[src/rtl/nic_pwr_seq.sv]
module nic_pwr_seq #(
  parameter int PRESCALE = 25000,
  parameter int PULSE_MS = 52
) (
  input  logic       clk,
  input  logic       host_rst,
  input  logic       mem_rd_n,
  input  logic       mem_wr_n,
  input  logic       io_rd_n,
  input  logic       cfg_done,
  input  logic       cfg_wake_en,
  input  logic       sw_wr,
  input  logic       sw_wake_en,
  input  logic       wake_frame,
  input  logic       irq_en,
  output logic [2:0] state,
  output logic       drop_frames,
  output logic       drv_en,
  output logic       acc_grant,
  output logic       wake_out,
  output logic       irq_req
);
  localparam int PW = $clog2(PRESCALE + 1);
  localparam int MW = $clog2(PULSE_MS + 1);
  localparam logic [2:0] S_RST  = 3'd0;
  localparam logic [2:0] S_NORM = 3'd1;
  localparam logic [2:0] S_STBY = 3'd2;
  localparam logic [2:0] S_SUSP = 3'd3;
  localparam logic [2:0] S_DROP = 3'd4;

  logic [2:0]    strb_s1, strb_s2;
  logic [2:0]    nxt;
  logic [PW-1:0] pre;
  logic [MW-1:0] ms;
  logic          hi_seen;

  always_ff @(posedge clk or posedge host_rst)
    if (host_rst) begin
      strb_s1 <= '0;
      strb_s2 <= '0;
    end else begin
      strb_s1 <= {mem_rd_n, mem_wr_n, io_rd_n};
      strb_s2 <= strb_s1;
    end

  wire bus_pwr    = (strb_s2 == 3'b000);
  wire all_hi     = &strb_s2;
  wire low_pwr    = (state == S_STBY) || (state == S_SUSP);
  wire wake_start = !wake_out && wake_frame && low_pwr;
  wire pre_last   = (pre == PW'(PRESCALE - 1));
  wire pulse_end  = wake_out && pre_last && (ms == MW'(PULSE_MS - 1));
  wire to_reset   = pulse_end && (state == S_SUSP) && bus_pwr;

  always_comb begin
    nxt = state;
    case (state)
      S_RST:   if (cfg_done)
                 nxt = cfg_wake_en ? (bus_pwr ? S_STBY : S_SUSP)
                                   : (bus_pwr ? S_NORM : S_DROP);
      S_NORM:  if (sw_wr && sw_wake_en) nxt = S_STBY;
      S_STBY:  if (sw_wr && !sw_wake_en) nxt = S_NORM;
      S_SUSP:  if (to_reset) nxt = S_RST;
      default: nxt = state;
    endcase
  end

  always_ff @(posedge clk or posedge host_rst)
    if (host_rst) state <= S_RST;
    else          state <= nxt;

  always_ff @(posedge clk or posedge host_rst)
    if (host_rst)      hi_seen <= 1'b0;
    else if (to_reset) hi_seen <= 1'b0;
    else if (all_hi)   hi_seen <= 1'b1;

  always_ff @(posedge clk or posedge host_rst)
    if (host_rst) begin
      wake_out <= 1'b0;
      irq_req  <= 1'b0;
      pre      <= '0;
      ms       <= '0;
    end else if (wake_start) begin
      wake_out <= 1'b1;
      irq_req  <= (state == S_STBY) && irq_en;
      pre      <= '0;
      ms       <= '0;
    end else if (wake_out) begin
      if (pre_last) begin
        pre <= '0;
        if (pulse_end) begin
          ms       <= '0;
          wake_out <= 1'b0;
          irq_req  <= 1'b0;
        end else begin
          ms <= ms + MW'(1);
        end
      end else begin
        pre <= pre + PW'(1);
      end
    end

  assign drop_frames = (state != S_NORM);
  assign acc_grant   = (state != S_RST);
  assign drv_en      = hi_seen && ((state == S_NORM) || (state == S_STBY));
endmodule

[config.mk]
export PLATFORM = sky130hd
export DESIGN_NAME = nic_pwr_seq
export DESIGN_NICKNAME = d
export VERILOG_FILES = /design/src/rtl/nic_pwr_seq.sv
export SDC_FILE = /design/constraint.sdc
export NUM_CORES = 1
export LEC_CHECK = 0
export BUFFER_PORTS_ARGS = -buffer_cell sky130_fd_sc_hd__buf_2
export CORE_MARGIN = 2
export CORE_UTILIZATION = 57
export DETAILED_ROUTE_END_ITERATION = 10
export PLACE_DENSITY = 0.86
export RECOVER_POWER = 25
export SYNTH_ARGS = -nofsm -noshare
export SYNTH_HDL_FRONTEND = slang
export SYNTH_SLANG_ARGS = --single-unit
[constraint.sdc]
create_clock -name clk -period 2.4 [get_ports clk]
set_input_delay 0.24 -clock clk [delete_from_list [all_inputs] [get_ports clk]]
set_output_delay 0.24 -clock clk [all_outputs]
set_load 0.05 [all_outputs]
After elaboration in Yosys (flattened, before gate mapping)

Index checks and enable logic that the tools add are counted.

Register bits: 33
Logic and storage cells: 71
Output and inout port bits: 8

Multiplexer cells: 25
$add $sub $neg: 2
Reductions and logical operators: 26
Equality and inequality tests: 10

Operators by type and width:

| cell                  | count |
|---|---|
| $mux 15               | 3 |
| $mux 6                | 4 |
| $mux 3                | 6 |
| $add 15x1->15 const B | 1 |
| $eq 15x15->1 const B  | 1 |
| $pmux 3 s4            | 1 |
| $mux 1                | 11 |
| $logic_and 1x1->1     | 10 |
| $ne 2x2->1 const B    | 4 |
| $reduce_bool 2->1     | 4 |
| $add 6x1->6 const B   | 1 |
| $eq 3x2->1 const B    | 2 |
| $eq 6x6->1 const B    | 1 |
| $logic_not 3->1       | 2 |
| $reduce_and 3->1      | 2 |
| $reduce_and 5->1      | 1 |
| $reduce_bool 4->1     | 1 |
| $eq 3x1->1 const B    | 1 |
| $ne 3x1->1 const B    | 1 |
| $reduce_bool 3->1     | 1 |
| $logic_not 1->1       | 2 |
| $logic_or 1x1->1      | 2 |
| $reduce_and 2->1      | 1 |

Logic depth before layout (Yosys ltp)

Depth in word-level cells: 7
Depth in mapped cells: 6

Worst setup path before layout

OpenSTA, ideal clock, no wires.

Path type: flip-flop to output port
Start point: register state[0]
End point: output drv_en
Cell stages (with the launch flop): 4
Arrival: 2.206 ns
Data required time: 2.160 ns
Setup slack: -0.046 ns
Path through: dfrtp_1 clkbuf_1 xnor2_1 nor3b_1

Longest elaborated chain between the ends: 3

RTL lines:

| element                                         | RTL line | text |
|---|---|---|
| from (decl)                                     | 16       | `output logic [2:0] state,` |
| from (signal assigned)                          | 69       | `else state <= nxt;` |
| $eq 3x1->1 / $eq 3x2->1 (equally long branches) | 104      | `assign drv_en = hi_seen && ((state == S_NORM) \|\| (state == S_STBY));` |
| $logic_or 1x1->1 (*)                            | 104      |  |
| $logic_and 1x1->1 (*)                           | 104      |  |
| to (decl)                                       | 18       | `output logic drv_en,` |

Mark *: on every way between the ends. The rest lies on a longest branch, timed or not.

Worst setup path after layout

Start point: register pre[4]
End point: register irq_req

Longest elaborated chain between the ends: 5

RTL lines:

| element                               | RTL line | text |
|---|---|---|
| from (decl)                           | 33       | `logic [PW-1:0] pre;` |
| from (signal assigned)                | 98       | `pre <= pre + PW'(1);` |
| $eq 15x15->1 (*)                      | 50       | `wire pre_last = (pre == PW'(PRESCALE - 1));` |
| $logic_and 1x1->1 (2 in series)       | 51       | `wire pulse_end = wake_out && pre_last && (ms == MW'(PULSE_MS - 1));` |
| $reduce_bool 2->1 (no source line)    | n/a      |  |
| $reduce_and 3->1 (no source line) (*) | n/a      |  |
| to (signal assigned)                  | 84       | `irq_req <= (state == S_STBY) && irq_en;` |
| to (decl)                             | 21       | `output logic irq_req` |

Marked as above.
A chain may end at the register's enable or synchronous reset.

==> run summary <==
Final Max Tran Viols = 0
Clock Skews = 9.26 ps
Critical path endpoint category = flip-flop
Clock-pin transition on the worst setup and hold timing paths = 90 ps
DRC viols = 0
Slowest CP cell = dfrtp_1
Final Core Density = 0.691
TNS Setup = 0 ps
Post-synth EDFFs = 0
H-tree Lvls = 2
Core area = 0.00281 sq mm
Post-CTS Hold Fix Bufs = 2
Die Wd = 59 um
Yosys top cell area share = 0.479
Worst hold start = mem_rd_n
GRT Overall Usage = 0.249
Max Fclk = 0.503 GHz
I/O pin cnt = 19
Pre-antenna DRT Iters = 4
Setup Buffers After CTS = 0
Power per cell area = 934 mW/mm^2
Synthesized Nets = 189
Vias in the first global route = 1492
Diodes inserted = 0
# rows = 19
Leakage dissipation = 0.852 nW
Yosys reg bits = 33
Crit path kind = reg2reg
First-pass GRT wire length = 6600 um
Register-to-register setup slack = 410 ps
Cell count after synthesis = 175
Worst reg2reg endpoint = irq_req$_DFFE_PP0P_
Fin nets = 213
Worst slew margin = 0.480
Max IR drop VDD = 0.000660 V
Seq/Total Area, Yosys = 0.479
GRT Residual Overflow = 0
Placed cells = 221
Final WL = 3650 um
Num CTS Buffers = 5
Post-synth top cells = 33 x dfrtp_1, 15 x nand2_1, 13 x nor2_1, 12 x o21ai_0, 11 x a21oi_1
Cell Chain, Critical Path = nor4b_4 > nand4_1 > o21ai_1 > o22ai_1
Post-detail-place hpwl = 2630 um
Sink Count = 33
Largest net degree at the start of global routing = 34
Final hold vios = 0
Syn avg cell area = 9.85 sq um
Crit-path leading delay family = simple AND/OR/NAND/NOR gates
Status = finished clean
DP Worst Slack = 492 ps
Final Cycle Share = 0.828
DR vias/cell = 6.33
Worst min-delay path category = in2reg
Die area = 0.00348 sq mm
Synth top area cells = dfrtp_1 48%, o21ai_0 3.5%, nand2_1 3.3%
WHS Path Cells = 1
Worst r2r path cells = 4
Reg-to-Reg Start = pre[4]$_DFFE_PP0P_
Ys Warns = 0
Most common cell in the synthesized netlist = dfrtp_1
RSZ-0062 raised after global routing = false
Layout Cells excl Fill = 231
Synthesized area = 0.00172 sq mm
Startpoint types = flip-flop
Worst setup margin = 412 ps
Initial antenna violation count = 0
Routed WL per cell = 15.8 um
Largest area contributor in the synthesized netlist = dfrtp_1
Post-route antenna net violation count = 0
DP Area = 0.00185 sq mm
Final Critical Period = 1990 ps
WP data required = 2610 ps
Placer Congestion = 0.926
Die Y = 59 um
Number of port buffers = 18
Starting density of the core = 0.615
Yosys cell types = 42
Root buf cell = clkbuf_4
Worst path max stage delay = 480 ps
CP bufs+invs = 0
Max-cap violations = 0
DR vias = 1463
Area grow syn2layout = 12.5%
Drt first-iter violations = 77
Worst-margin pin slew = 780 ps
CTS resizes = 0
Asr flop ratio synth = 1.00
CP Max Fanout = 8
CTS tree = done
Layout cell share with drive strength beyond 1 = 0.180
Arr. time, crit path = 2200 ps
Longest Clk Path Bufs = 2
Hold Path End = strb_s1[2]$_DFF_PP0_
Clock Latency Late Sink = 340 ps
Endpoints failing setup = 0
Final instance area = 0.00194 sq mm
Top FF cell, synth = dfrtp_1
## per-layer routing
layer	up-vias	part of all wire	global-route usage	wire length, um
met5	-	0	0	0
met4	0	0.0093	0.0974	34
met3	4	0.051	0.0502	186
met2	47	0.50	0.419	1830
met1	712	0.44	0.315	1600
li1	700	-	-	-
## cell families (layout without fill, tap and decap cells)
logic type,count (synthesis),after routing,synth area share
AND/OR/NAND/NOR,75,75,0.265
adder cells (fa/ha/maj),3,3,0.0218
flip-flops,33,33,0.479
XOR/XNOR,8,8,0.0406
multiplexers,1,1,0.00581
AO/OA/AOI/OAI,44,44,0.163
buffers and inverters,11,36,0.0254
## cells in the final DEF, fill, tap and decap left out, types with 4 or more instances in the layout
cell,count
xor2_1,6
o2111ai_1,4
nor2_1,13
a21oi_1,11
o31ai_1,5
and4_1,4
nand3_1,8
dfrtp_1,33
buf_2,18
nand4_1,6
nand2_1,15
nand2b_1,4
or3_1,5
inv_1,6
o21ai_0,12
clkbuf_4,5
## through the flow
| step | hold slack, ps | total power, W |
|---|---|---|
| after floorplan | 271 | 0.00131 |
| after global placement | 332 | 0.00142 |
| after detailed placement | 336 | 0.00146 |
| after CTS | 1.44 | 0.00182 |
| after global routing | 4.39 | 0.00192 |
| final | 11.0 | 0.00181 |
## power breakdown
part	internal, W	switching, W
combinational	0.000235	0.000380
clock	0.000170	0.000176
sequential	0.000664	0.000187
total	0.00107	0.000743
## worst max path at each step
| stage | from | endpoint | slack [ps] | depth (start not counted) |
|---|---|---|---|---|
| 5_1_grt | pre[4]$_DFFE_PP0P_ | irq_req$_DFFE_PP0P_ | 260 | 4 |
| 2_1_floorplan | state[1]$_DFFE_PP0P_ | pre[7]$_DFFE_PP0P_ | 390 | 6 |
| 6_report | pre[4]$_DFFE_PP0P_ | irq_req$_DFFE_PP0P_ | 410 | 4 |
| 3_3_place_gp | pre[4]$_DFFE_PP0P_ | irq_req$_DFFE_PP0P_ | 580 | 4 |
| 3_5_place_dp | pre[4]$_DFFE_PP0P_ | irq_req$_DFFE_PP0P_ | 490 | 4 |
| 4_1_cts | pre[4]$_DFFE_PP0P_ | irq_req$_DFFE_PP0P_ | 460 | 4 |
## state kept, by name (all words and copies together) (netlist names)
signal    cells
irq_req       1
hi_seen       1
state         3
pre          15
strb_s1       3
ms            6
wake_out      1
strb_s2       3
## area by class of cell
cell class	count	area (sq um)
Fill cell	213	866
Multi-Input combinational cell	131	860
Sequential cell	33	826
Timing Repair Buffer	22	123
Clock buffer	7	65.1
Tap cell	31	38.8
Inverter	6	22.5
Clock inverter	1	5.00
(Power assumes the default switching activity.)
